[src/rtl/spi3w_pkg.sv]
package spi3w_pkg;

   typedef enum logic [1:0] {
      SEL_IDLE     = 2'd0,
      SEL_REG      = 2'd1,
      SEL_FIFO     = 2'd2,
      SEL_CONFLICT = 2'd3
   } sel_e;

   function automatic sel_e decode_sel(input logic reg_act, input logic fifo_act);
      if (reg_act && fifo_act) return SEL_CONFLICT;
      if (reg_act)             return SEL_REG;
      if (fifo_act)            return SEL_FIFO;
      return SEL_IDLE;
   endfunction

endpackage

[src/rtl/spi3w_sync.sv]
module spi3w_sync #(
   parameter int unsigned             WIDTH   = 4,
   parameter int unsigned             STAGES  = 2,
   parameter logic [WIDTH-1:0]        RST_VAL = '0
) (
   input  logic             clk,
   input  logic             rst_n,
   input  logic [WIDTH-1:0] d_in,
   output logic [WIDTH-1:0] q
);

   logic [WIDTH-1:0] stg [STAGES];

   if (STAGES < 2) begin : g_bad_stages
      $error("spi3w_sync: STAGES must be at least 2");
   end

   for (genvar g = 0; g < STAGES; g++) begin : g_stage
      if (g == 0) begin : g_first
         always_ff @(posedge clk or negedge rst_n) begin
            if (!rst_n) stg[g] <= RST_VAL;
            else        stg[g] <= d_in;
         end
      end else begin : g_next
         always_ff @(posedge clk or negedge rst_n) begin
            if (!rst_n) stg[g] <= RST_VAL;
            else        stg[g] <= stg[g-1];
         end
      end
   end

   assign q = stg[STAGES-1];

endmodule

[src/rtl/spi3w_byte_fifo.sv]
module spi3w_byte_fifo #(
   parameter int unsigned WIDTH = 8,
   parameter int unsigned DEPTH = 32
) (
   input  logic             clk,
   input  logic             rst_n,
   input  logic             push,
   input  logic [WIDTH-1:0] wdata,
   input  logic             pop,
   output logic [WIDTH-1:0] head,
   output logic             empty,
   output logic             full
);

   localparam int unsigned PTR_W = (DEPTH > 1) ? $clog2(DEPTH) : 1;
   localparam int unsigned CNT_W = $clog2(DEPTH + 1);
   localparam logic [CNT_W-1:0] CNT_MAX = CNT_W'(DEPTH);

   if (DEPTH < 2) begin : g_bad_depth
      $error("spi3w_byte_fifo: DEPTH must be at least 2");
   end
   if (WIDTH < 1) begin : g_bad_width
      $error("spi3w_byte_fifo: WIDTH must be positive");
   end

   logic [WIDTH-1:0] mem [DEPTH];
   logic [PTR_W-1:0] wr_ptr, rd_ptr, wr_nxt, rd_nxt;
   logic [CNT_W-1:0] count;
   logic             do_push, do_pop;

   assign empty   = (count == '0);
   assign full    = (count == CNT_MAX);
   assign do_push = push && !full;
   assign do_pop  = pop && !empty;
   assign head    = mem[rd_ptr];

   if ((DEPTH & (DEPTH - 1)) == 0) begin : g_pow2
      assign wr_nxt = wr_ptr + 1'b1;
      assign rd_nxt = rd_ptr + 1'b1;
   end else begin : g_wrap
      assign wr_nxt = (wr_ptr == PTR_W'(DEPTH - 1)) ? '0 : wr_ptr + 1'b1;
      assign rd_nxt = (rd_ptr == PTR_W'(DEPTH - 1)) ? '0 : rd_ptr + 1'b1;
   end

   always_ff @(posedge clk) begin
      if (do_push) mem[wr_ptr] <= wdata;
   end

   always_ff @(posedge clk or negedge rst_n) begin
      if (!rst_n) begin
         wr_ptr <= '0;
         rd_ptr <= '0;
         count  <= '0;
      end else begin
         if (do_push) wr_ptr <= wr_nxt;
         if (do_pop)  rd_ptr <= rd_nxt;
         case ({do_push, do_pop})
            2'b10:   count <= count + 1'b1;
            2'b01:   count <= count - 1'b1;
            default: count <= count;
         endcase
      end
   end


   no_overflow_chk: assert property (@(posedge clk) disable iff (!rst_n)
      (full && push && !pop) |=> full);


   count_bound_chk: assert property (@(posedge clk) disable iff (!rst_n)
      count <= CNT_MAX);


   no_underflow_chk: assert property (@(posedge clk) disable iff (!rst_n)
      (empty && pop && !push) |=> empty);

endmodule

[src/rtl/spi3w_regbank.sv]
module spi3w_regbank #(
   parameter int unsigned ADDR_W   = 7,
   parameter int unsigned DATA_W   = 8,
   parameter int unsigned CTL_ADDR = 127,
   parameter int unsigned CTL_BIT  = 0
) (
   input  logic              clk,
   input  logic              rst_n,
   input  logic              we,
   input  logic [ADDR_W-1:0] waddr,
   input  logic [DATA_W-1:0] wdata,
   input  logic [ADDR_W-1:0] raddr,
   output logic [DATA_W-1:0] rdata,
   output logic              ctl_bit
);

   localparam int unsigned NREG = 1 << ADDR_W;

   if (CTL_ADDR >= NREG) begin : g_bad_ctl_addr
      $error("spi3w_regbank: CTL_ADDR outside the bank");
   end
   if (CTL_BIT >= DATA_W) begin : g_bad_ctl_bit
      $error("spi3w_regbank: CTL_BIT outside the register");
   end

   logic [DATA_W-1:0] regs [NREG];

   always_ff @(posedge clk or negedge rst_n) begin
      if (!rst_n) begin
         for (int i = 0; i < NREG; i++) regs[i] <= '0;
      end else if (we) begin
         regs[waddr] <= wdata;
      end
   end

   assign rdata   = regs[raddr];
   assign ctl_bit = regs[CTL_ADDR][CTL_BIT];


   write_commit_chk: assert property (@(posedge clk) disable iff (!rst_n)
      we |=> (regs[$past(waddr)] == $past(wdata)));

endmodule

[src/rtl/spi3w_reg_slave.sv]
module spi3w_reg_slave
   import spi3w_pkg::*;
#(
   parameter int unsigned ADDR_W      = 7,
   parameter int unsigned DATA_W      = 8,
   parameter int unsigned FIFO_DEPTH  = 32,
   parameter int unsigned SYNC_STAGES = 2,
   parameter int unsigned CTL_ADDR    = 127,
   parameter int unsigned CTL_BIT     = 0
) (
   input  logic              clk,
   input  logic              rst_n,
   input  logic              sclk,
   input  logic              reg_cs_n,
   input  logic              fifo_cs_n,
   input  logic              sdi,
   output logic              sdo,
   output logic              sdo_oe,
   output logic              proto_err,
   input  logic              tx_pop,
   output logic [DATA_W-1:0] tx_data,
   output logic              tx_empty,
   input  logic              rx_push,
   input  logic [DATA_W-1:0] rx_wdata,
   output logic              rx_full,
   output logic              fifo_ovf,
   output logic              fifo_udf
);

   localparam int unsigned HEAD  = 1 + ADDR_W;
   localparam int unsigned FRAME = HEAD + DATA_W;
   localparam int unsigned CNT_W = $clog2(FRAME + 1);
   localparam logic [CNT_W-1:0] CNT_ADDR_LAST = CNT_W'(ADDR_W);
   localparam logic [CNT_W-1:0] CNT_HEAD      = CNT_W'(HEAD);
   localparam logic [CNT_W-1:0] CNT_WR_LAST   = CNT_W'(FRAME - 1);
   localparam logic [CNT_W-1:0] CNT_FRAME     = CNT_W'(FRAME);
   localparam logic [CNT_W-1:0] CNT_BYTE_LAST = CNT_W'(DATA_W - 1);

   if (DATA_W < 2) begin : g_bad_data_w
      $error("spi3w_reg_slave: DATA_W must be at least 2");
   end
   if (ADDR_W < 2 || ADDR_W > DATA_W + 1) begin : g_bad_addr_w
      $error("spi3w_reg_slave: ADDR_W must lie in 2..DATA_W+1");
   end

   // ---------------- input synchronisation ----------------
   logic [3:0] sync_q;
   logic       sclk_s, rcs_s, fcs_s, sdi_s, sclk_p;

   spi3w_sync #(
      .WIDTH  (4),
      .STAGES (SYNC_STAGES),
      .RST_VAL(4'b0110)
   ) u_sync (
      .clk  (clk),
      .rst_n(rst_n),
      .d_in ({sclk, reg_cs_n, fifo_cs_n, sdi}),
      .q    (sync_q)
   );

   assign {sclk_s, rcs_s, fcs_s, sdi_s} = sync_q;

   always_ff @(posedge clk or negedge rst_n) begin
      if (!rst_n) sclk_p <= 1'b0;
      else        sclk_p <= sclk_s;
   end

   logic rise, fall;
   assign rise = sclk_s && !sclk_p;
   assign fall = !sclk_s && sclk_p;

   // ---------------- select decode ----------------
   sel_e sel, sel_q;
   logic err_q, fresh, reg_mode, fifo_mode;

   assign sel       = decode_sel(!rcs_s, !fcs_s);
   assign fresh     = (sel != sel_q);
   assign reg_mode  = (sel == SEL_REG)  && !err_q;
   assign fifo_mode = (sel == SEL_FIFO) && !err_q;

   // ---------------- frame state ----------------
   logic [CNT_W-1:0]  cnt_q;
   logic              rw_q, oe_q, ovf_q, udf_q;
   logic [ADDR_W-1:0] addr_q;
   logic [DATA_W-1:0] sh_in_q, sh_out_q, rx_byte, reg_rdata, rx_head;
   logic [DATA_W-1:0] rx_word;
   logic              fifo_dir, reg_we, tx_push, tx_full, rx_pop, rx_empty;

   assign rx_word = {sh_in_q[DATA_W-2:0], sdi_s};
   assign reg_we  = reg_mode && !fresh && rise && !rw_q && (cnt_q == CNT_WR_LAST);
   assign tx_push = fifo_mode && !fresh && rise && !fifo_dir && (cnt_q == CNT_BYTE_LAST);
   assign rx_pop  = fifo_mode && !fresh && rise &&  fifo_dir && (cnt_q == CNT_BYTE_LAST);
   assign rx_byte = rx_empty ? '0 : rx_head;

   always_ff @(posedge clk or negedge rst_n) begin
      if (!rst_n) begin
         sel_q    <= SEL_IDLE;
         err_q    <= 1'b0;
         cnt_q    <= '0;
         rw_q     <= 1'b0;
         addr_q   <= '0;
         sh_in_q  <= '0;
         sh_out_q <= '0;
         oe_q     <= 1'b0;
         ovf_q    <= 1'b0;
         udf_q    <= 1'b0;
      end else begin
         sel_q <= sel;
         if (sel == SEL_CONFLICT)  err_q <= 1'b1;
         else if (sel == SEL_IDLE) err_q <= 1'b0;
         if (tx_push && tx_full)   ovf_q <= 1'b1;
         if (rx_pop && rx_empty)   udf_q <= 1'b1;

         if (reg_mode) begin
            if (fresh) begin
               cnt_q <= '0;
               oe_q  <= 1'b0;
            end else begin
               if (rise && cnt_q != CNT_FRAME) begin
                  sh_in_q <= rx_word;
                  cnt_q   <= cnt_q + 1'b1;
                  if (cnt_q == '0)           rw_q   <= sdi_s;
                  if (cnt_q == CNT_ADDR_LAST) addr_q <= {sh_in_q[ADDR_W-2:0], sdi_s};
               end
               if (fall && rw_q && cnt_q == CNT_HEAD) begin
                  oe_q     <= 1'b1;
                  sh_out_q <= reg_rdata;
               end else if (fall && oe_q) begin
                  sh_out_q <= {sh_out_q[DATA_W-2:0], 1'b0};
               end
            end
         end else if (fifo_mode) begin
            if (fresh) begin
               cnt_q    <= '0;
               oe_q     <= fifo_dir;
               sh_out_q <= rx_byte;
            end else begin
               if (rise) begin
                  sh_in_q <= rx_word;
                  cnt_q   <= (cnt_q == CNT_BYTE_LAST) ? '0 : cnt_q + 1'b1;
               end
               if (fall && fifo_dir) begin
                  sh_out_q <= (cnt_q == '0) ? rx_byte : {sh_out_q[DATA_W-2:0], 1'b0};
               end
            end
         end else begin
            cnt_q <= '0;
            oe_q  <= 1'b0;
         end
      end
   end

   // ---------------- storage ----------------
   spi3w_regbank #(
      .ADDR_W  (ADDR_W),
      .DATA_W  (DATA_W),
      .CTL_ADDR(CTL_ADDR),
      .CTL_BIT (CTL_BIT)
   ) u_regs (
      .clk    (clk),
      .rst_n  (rst_n),
      .we     (reg_we),
      .waddr  (addr_q),
      .wdata  (rx_word),
      .raddr  (addr_q),
      .rdata  (reg_rdata),
      .ctl_bit(fifo_dir)
   );

   spi3w_byte_fifo #(
      .WIDTH(DATA_W),
      .DEPTH(FIFO_DEPTH)
   ) u_tx_fifo (
      .clk  (clk),
      .rst_n(rst_n),
      .push (tx_push),
      .wdata(rx_word),
      .pop  (tx_pop),
      .head (tx_data),
      .empty(tx_empty),
      .full (tx_full)
   );

   spi3w_byte_fifo #(
      .WIDTH(DATA_W),
      .DEPTH(FIFO_DEPTH)
   ) u_rx_fifo (
      .clk  (clk),
      .rst_n(rst_n),
      .push (rx_push),
      .wdata(rx_wdata),
      .pop  (rx_pop),
      .head (rx_head),
      .empty(rx_empty),
      .full (rx_full)
   );

   assign sdo       = sh_out_q[DATA_W-1];
   assign sdo_oe    = oe_q;
   assign proto_err = err_q;
   assign fifo_ovf  = ovf_q;
   assign fifo_udf  = udf_q;


   conflict_quiet_chk: assert property (@(posedge clk) disable iff (!rst_n)
      err_q |-> !oe_q);


   turnaround_chk: assert property (@(posedge clk) disable iff (!rst_n)
      (oe_q && sel_q == SEL_REG) |-> (rw_q && cnt_q >= CNT_HEAD));


   release_chk: assert property (@(posedge clk) disable iff (!rst_n)
      (rcs_s && fcs_s) |=> !oe_q);

endmodule

[config.mk]
export PLATFORM = sky130hd
export DESIGN_NAME = spi3w_reg_slave
export DESIGN_NICKNAME = d
export VERILOG_FILES = /design/src/rtl/spi3w_pkg.sv /design/src/rtl/spi3w_sync.sv /design/src/rtl/spi3w_byte_fifo.sv /design/src/rtl/spi3w_regbank.sv /design/src/rtl/spi3w_reg_slave.sv
export SDC_FILE = /design/constraint.sdc
export NUM_CORES = 2
export LEC_CHECK = 0
export BUFFER_PORTS_ARGS = -buffer_cell sky130_fd_sc_hd__buf_2
export CORE_MARGIN = 2
export CORE_UTILIZATION = 45
export CTS_BUF_LIST = sky130_fd_sc_hd__clkbuf_8
export DETAILED_ROUTE_END_ITERATION = 6
export HOLD_SLACK_MARGIN = 0.02
export SLEW_MARGIN = 40
export SYNTH_ARGS = -nofsm -noshare
export SYNTH_HDL_FRONTEND = slang
export SYNTH_HIERARCHICAL = 1
export SYNTH_SLANG_ARGS = --single-unit
export TNS_END_PERCENT = 100
[constraint.sdc]
create_clock -name clk -period 5.2 [get_ports clk]
set_clock_uncertainty 0.2 [all_clocks]
set_input_delay 1.04 -clock clk [delete_from_list [all_inputs] [get_ports clk]]
set_output_delay 1.04 -clock clk [all_outputs]
set_load 0.02 [all_outputs]
After elaboration in Yosys (flattened, before gate mapping)
Memories as Yosys holds them, arrays and structs flattened. Cells that the tools add are included.

Add/sub/neg operators: 9. $lt $le $gt $ge: 2. Equality and inequality tests: 22. Mux-type cells: 53. Bitwise operators: 2. Reductions and logical operators: 55.

Operator list (number): $bwmux 1024 (1); $mux 8 (12); $bmux 8 s7 (1); $demux 8 s7 (1); $mux 7 (6); $mux 5 (7); $logic_and 1x1->1 (27); $add 5x1->5 const B (5); $pmux 6 s2 (2); $mux 1 (17); $add 6x1->6 const B (2); $eq 6x6->1 const B (2); $logic_not 1->1 (12); $logic_not 6->1 (2); $mux 2 (6); $reduce_and 4->1 (3); $sub 6x1->6 const B (2); $eq 5x4->1 const B (2); $reduce_bool 2->1 (5); $eq 2x2->1 const B (4); $ge 8x8->1 const B (1); $lt 8x1->1 const B (1); $not 7->8 (1); $eq 2x1->1 const B (3); other kinds (15) (18).

Register bits: 1099. Bits in writable memories: 512. Input bits: 16. Output and inout port bits: 15. Word-level logic and storage cells: 292. Memories: 2.

Memory list: u_rx_fifo.mem (words 32, bits a word 8, rd ports 1, clocked after memory_dff 0, wr ports 1, line spi3w_byte_fifo.sv:26) `logic [WIDTH-1:0] mem [DEPTH];`; u_tx_fifo.mem (words 32, bits a word 8, rd ports 1, clocked after memory_dff 0, wr ports 1, line spi3w_byte_fifo.sv:26).

Logic depth before layout (Yosys ltp)
Depth in word-level cells: 18. Gate-level depth with buffers: 16.

Hierarchy
Netlist, hierarchy kept.

By module, submodules not included: spi3w_regbank (times used 1, cells each 2782, area each 46459.6 sq um); spi3w_byte_fifo (times used 2, cells each 563, area each 10924.2 sq um); spi3w_reg_slave (times used 1, cells each 197, area each 2165.8 sq um); spi3w_sync (times used 1, cells each 12, area each 235.2 sq um).

Least setup slack after synthesis
Ideal clock, no wire load.

Path kind: register -> register. Start: register u_sync.stg (netlist bit u_sync/q[1]). End: register u_tx_fifo.count[5]. Setup time: 123 ps. Data arrival time: 3820 ps. Required time: 4877 ps. Setup slack: 1057 ps. Stages on the path, launching flop included: 16. Path buffers: 2. Path through: dfstp_2 -> buf_4 -> inv_1 -> ha_1 -> or3_4 -> a211oi_4 -> and4bb_2 -> o31a_1 -> buf_2 -> inv_1 -> ha_1 -> ha_1 -> nor4bb_1 -> a311o_1 -> or3b_1 -> xnor2_1.

Cells in the longest elaborated chain, start to end: 15. Elaborated cells on any way between the ends: 23.

RTL lines: start, declared (line spi3w_sync.sv:12) `logic [WIDTH-1:0] stg [STAGES];`; start signal, assigned by index (line spi3w_sync.sv:27) `else stg[g] <= stg[g-1];`; $mux 1 (2 in a row) (line spi3w_pkg.sv:13) `if (fifo_act) return SEL_FIFO;`; $mux 1 (line spi3w_pkg.sv:12) `if (reg_act) return SEL_REG;`; $mux 2 (line spi3w_pkg.sv:14) `return SEL_IDLE;`; $mux 2 (line spi3w_pkg.sv:13); $mux 2 (*) (line spi3w_pkg.sv:12); $eq 2x2->1 or $ne 2x2->1 (tied branches) (line spi3w_reg_slave.sv:79, spi3w_reg_slave.sv:77); $logic_and 1x1->1 or $logic_not 1->1 (tied branches) (line spi3w_reg_slave.sv:79, spi3w_reg_slave.sv:91); $logic_and 1x1->1 (*) (4 in a row) (line spi3w_reg_slave.sv:91) `assign tx_push = fifo_mode && !fresh && rise && !fifo_dir && (cnt_q == CNT_BYTE_LAST);`; named net tx_push (line spi3w_reg_slave.sv:87) `logic fifo_dir, reg_we, tx_push, tx_full, rx_pop, rx_empty;`; $logic_and 1x1->1 (*) (line spi3w_byte_fifo.sv:33) `assign do_push = push && !full;`; $eq 2x1->1 or $eq 2x2->1 (tied branches) (line spi3w_byte_fifo.sv:57) `case ({do_push, do_pop})`; $pmux 6 s2 or $reduce_bool 2->1 (tied branches); end signal, assigned (line spi3w_byte_fifo.sv:58) `2'b10: count <= count + 1'b1;`; end signal, assigned (line spi3w_byte_fifo.sv:59) `2'b01: count <= count - 1'b1;`; end signal, assigned (line spi3w_byte_fifo.sv:60) `default: count <= count;`; end, declared (line spi3w_byte_fifo.sv:28) `logic [CNT_W-1:0] count;`.

The timed path passes the listed nets; every way through them passes the cells marked *. The select of a mux whose other input is x is not followed. A chain may end at the register's enable or synchronous reset.

Final worst setup path
Start: register u_sync.stg (netlist bit u_sync/q[2]). End: register u_regs/regs[13] (netlist bit).

Cells in the longest elaborated chain, start to end: 11. Elaborated cells on any way between the ends: 18.

RTL lines: $mux 2 (line spi3w_pkg.sv:12); $mux 2 (line spi3w_pkg.sv:13); $mux 2 (line spi3w_pkg.sv:14); $mux 2 (line spi3w_pkg.sv:13); $mux 2 (*) (line spi3w_pkg.sv:12); $eq 2x1->1 or $ne 2x2->1 (tied branches) (line spi3w_reg_slave.sv:78, spi3w_reg_slave.sv:77); $logic_and 1x1->1 or $logic_not 1->1 (tied branches) (line spi3w_reg_slave.sv:78, spi3w_reg_slave.sv:90); $logic_and 1x1->1 (*) (4 in a row) (line spi3w_reg_slave.sv:90) `assign reg_we = reg_mode && !fresh && rise && !rw_q && (cnt_q == CNT_WR_LAST);`; named net reg_we (line spi3w_reg_slave.sv:87); end signal, assigned by index (line spi3w_regbank.sv:32) `regs[waddr] <= wdata;`; end, declared (line spi3w_regbank.sv:26) `logic [DATA_W-1:0] regs [NREG];`.

Marks and branches as above.

==> results.py <==
metrics = {
    "cts": {
        "cts-buffers-inserted": 292,
        "clock-sinks": 1611,
        "cts_tree": "done",
        "insertion_delay_ns": 0.99,
        "path_clk_slew_ns": 0.06,
        "cts-root-buf": "clkbuf_8",
        "htree_num_levels": 5,
        "clockBufferDepth": 4,
    },
    "placed_design": {
        "port_buffers": 30,
        "dp.cells": 6062,
        "dp_hpwl_mm": 104,
        "routabilityCongestion": 0.793,
    },
    "grt": {
        "grtUsageTotal": 0.211,
        "overflow": 0,
        "grt_pass1_vias": 39800,
        "grt_max_degree": 164,
        "grt_pass1_wl_mm": 257,
        "grt_antenna_before_repair": 10,
    },
    "pwr": {
        "p_seq_frac": 0.506,
        "p_sw_frac": 0.246,
        "p_clk_frac": 0.417,
        "power.switching_mw": 6.53,
        "p_comb_frac": 0.078,
        "p_leak_nw": 33.8,
        "ir_worst_vdd_uv": 264,
        "internal_power_mw": 20.0,
        "power.density_nw_per_um2": 335,
    },
    "yosys": {
        "synth.distinct_cells": 78,
        "ys.flop_type": "dfrtp_1",
        "synth_area_leaders": "dfrtp_1 (39%), edfxtp_1 (22%), mux2_2 (17%), mux4_2 (13%), clkbuf_1 (0.99%)",
        "synth_area_um2": 70700,
        "synth_seq_cells": 1611,
        "synth.top_cell.area_share": 0.388,
        "synth_edf_count": 512,
        "yosys_warnings": 6,
        "seq_area_frac_synth": 0.606,
        "synth_top_area_cell": "dfrtp_1",
        "synth_area_per_cell_um2": 17.2,
        "postSynthCellCount": 4117,
        "syn_nets": 4162,
        "synthArstFlopShare": 0.682,
    },
    "route": {
        "vias": 37800,
        "postRouteAntennaNets": 0,
        "drt_wl_total_mm": 167,
        "routedWlPerCell_um": 25.5,
        "drt_iter0_markers": 2598,
        "route.detailed.drc": 0,
        "via_per_inst": 5.77,
        "dr.pass1.iters": 5,
    },
    "layout": {
        "final_common_cell": "dfrtp_1",
        "drive_gt1_frac": 0.464,
        "final_nets": 4353,
        "final_cell_mix": "dfrtp_1 (1080), mux2_2 (1041), edfxtp_1 (512)",
        "final_cells": 6552,
        "area_growth_pct": 12.1,
    },
    "setup_path": {
        "worst-setup-path-type": "reg2reg",
        "worstPathMaxFanout": 13,
        "cp.arrival_ns": 5.50,
        "end_kind": "register",
        "cp-start-kind": "register",
        "cp.required_ns": 5.81,
    },
    "die": {
        "core_area_um2": 156000,
        "initial_core_util": 0.453,
        "die_area_um2": 160000,
        "fp-row-count": 145,
        "die_y_um": 400,
        "die_x_um": 400,
        "io_pins": 31,
    },
    "timing": {
        "fin_crit_sh": 0.939,
        "finalCriticalPeriod_ns": 4.88,
        "tightest_slew_ns": 0.868,
        "final-setup-viol-count": 0,
        "final_hold_viol_count": 0,
        "maxSlewHeadroom": 0.419,
        "finalMaxSlewViolations": 0,
        "rsz0062_at_grt": "no",
        "fin_tns_setup_ns": 0,
        "clock.fmax_mhz": 205,
        "whs_ns": 0.137,
    },
    "run_status": {
        "status": "finished, final reports clean",
    },
    "min_path": {
        "min_path_type": "reg2reg",
    },
    "job": {
        "max-cap-violations": 0,
    },
}
[stage by stage]
stage          worst slack, ns  utilization  instance area, um^2  power [mW]
2_1_floorplan             1.06            -                70700        14.9
3_3_place_gp             0.550        0.471                73500        15.7
3_5_place_dp             0.407        0.472                73700        15.7
4_1_cts                 0.0384        0.506                79100        27.0
5_1_grt                 0.0620        0.507                79300        27.8
6_report                 0.316        0.507                79300        26.6
[state kept, by name, indices dropped and copies added, names as in the netlist, 6 cells and up]
| signal | count |
|---|---|
| u_rx_fifo/mem | 256 |
| u_regs/regs | 1023 |
| sh_out_q | 8 |
| u_tx_fifo/mem | 256 |
| u_tx_fifo/count | 6 |
| u_rx_fifo/count | 6 |
| sh_in_q | 7 |
| addr_q | 7 |
[Yosys cell counts, drive strengths merged, types with 10 or more instances]
cell,number
o21ai,22
mux4,432
inv,35
a311oi,10
a2111oi,21
nor2b,13
nand3,10
nand2b,16
nor3,12
mux2,1050
clkbuf,187
o22ai,14
xnor2,17
dfrtp,1095
a22o,16
mux2i,67
a21oi,35
o221ai,23
ha,27
buf,105
a211oi,15
or2,11
nor2,130
a22oi,17
edfxtp,512
nand2,111
[cells by family after synthesis]
group | after synthesis | share of synthesized area
DFF | 1611 | 0.606
buffers and inverters | 327 | 0.0212
and+or+nand+nor | 366 | 0.0253
adders and majority gates | 29 | 0.00534
AOI/OAI and AO/OA | 214 | 0.0234
muxes | 1549 | 0.316
xor gates and xnor gates | 21 | 0.00260
[path summary, 6_finish.rpt]
kind	startpoint	end	slack, ns	cells after the start
max	u_sync/q[2]	u_regs/regs[13]	0.32	8
min	u_sync/stg[4]	u_sync/q[0]	0.14	0
max reg2reg	u_sync/q[2]	u_regs/regs[13]	0.32	8
min reg2reg	u_sync/stg[4]	u_sync/q[0]	0.14	0
max in group asynchronous	rst_n	u_regs/regs[353]	2.92	4
min in group asynchronous	rst_n	u_regs/regs[26]	0.48	2
[metal layers]
layer  vias to the layer above  track usage  wire [um]
li1                      16300            -          -
met1                     20300        0.296      74200
met2                       913        0.326      78800
met3                       281       0.0465       8910
met4                         4       0.0773       5250
met5                         -            0         27
[timing repair]
action                     4_1_cts  5_1_grt
setup buffers                    0        1
hold buffers                     5        0
hold endpoints to repair        48        0
gates resized for setup          0        0
setup endpoints to repair        0        1
[critical path: stages (launching register included)]
cell     delay, ns
dfstp_2       0.60
inv_1         0.09
ha_1          0.22
or3_4         0.47
a211o_1       0.44
nor4b_2       0.62
nand3_1       0.83
nor2_1        0.83
mux2_2        0.41
[area by class of cell]
| cell class | count | area (um^2) |
|---|---|---|
| clock inverters | 147 | 777 |
| well taps | 2058 | 2570 |
| repair buffers | 189 | 1850 |
| flip-flops and latches | 1611 | 42900 |
| clock buffers | 330 | 4540 |
| inverters | 35 | 131 |
| fillers | 12900 | 76900 |
| multi-input cells | 2179 | 26400 |
| diodes | 3 | 7.51 |
[power groups by stage]
stage	clock [mW]	combinational, mW	sequential (mW)
floorplan	0	1.38	13.5
global placement	0	1.92	13.8
detailed placement	0	2.05	13.7
CTS	11.5	2.05	13.5
global route	12.1	2.24	13.4
finish	11.1	2.06	13.4
No activity file was read; power rests on OpenSTA's default activity.
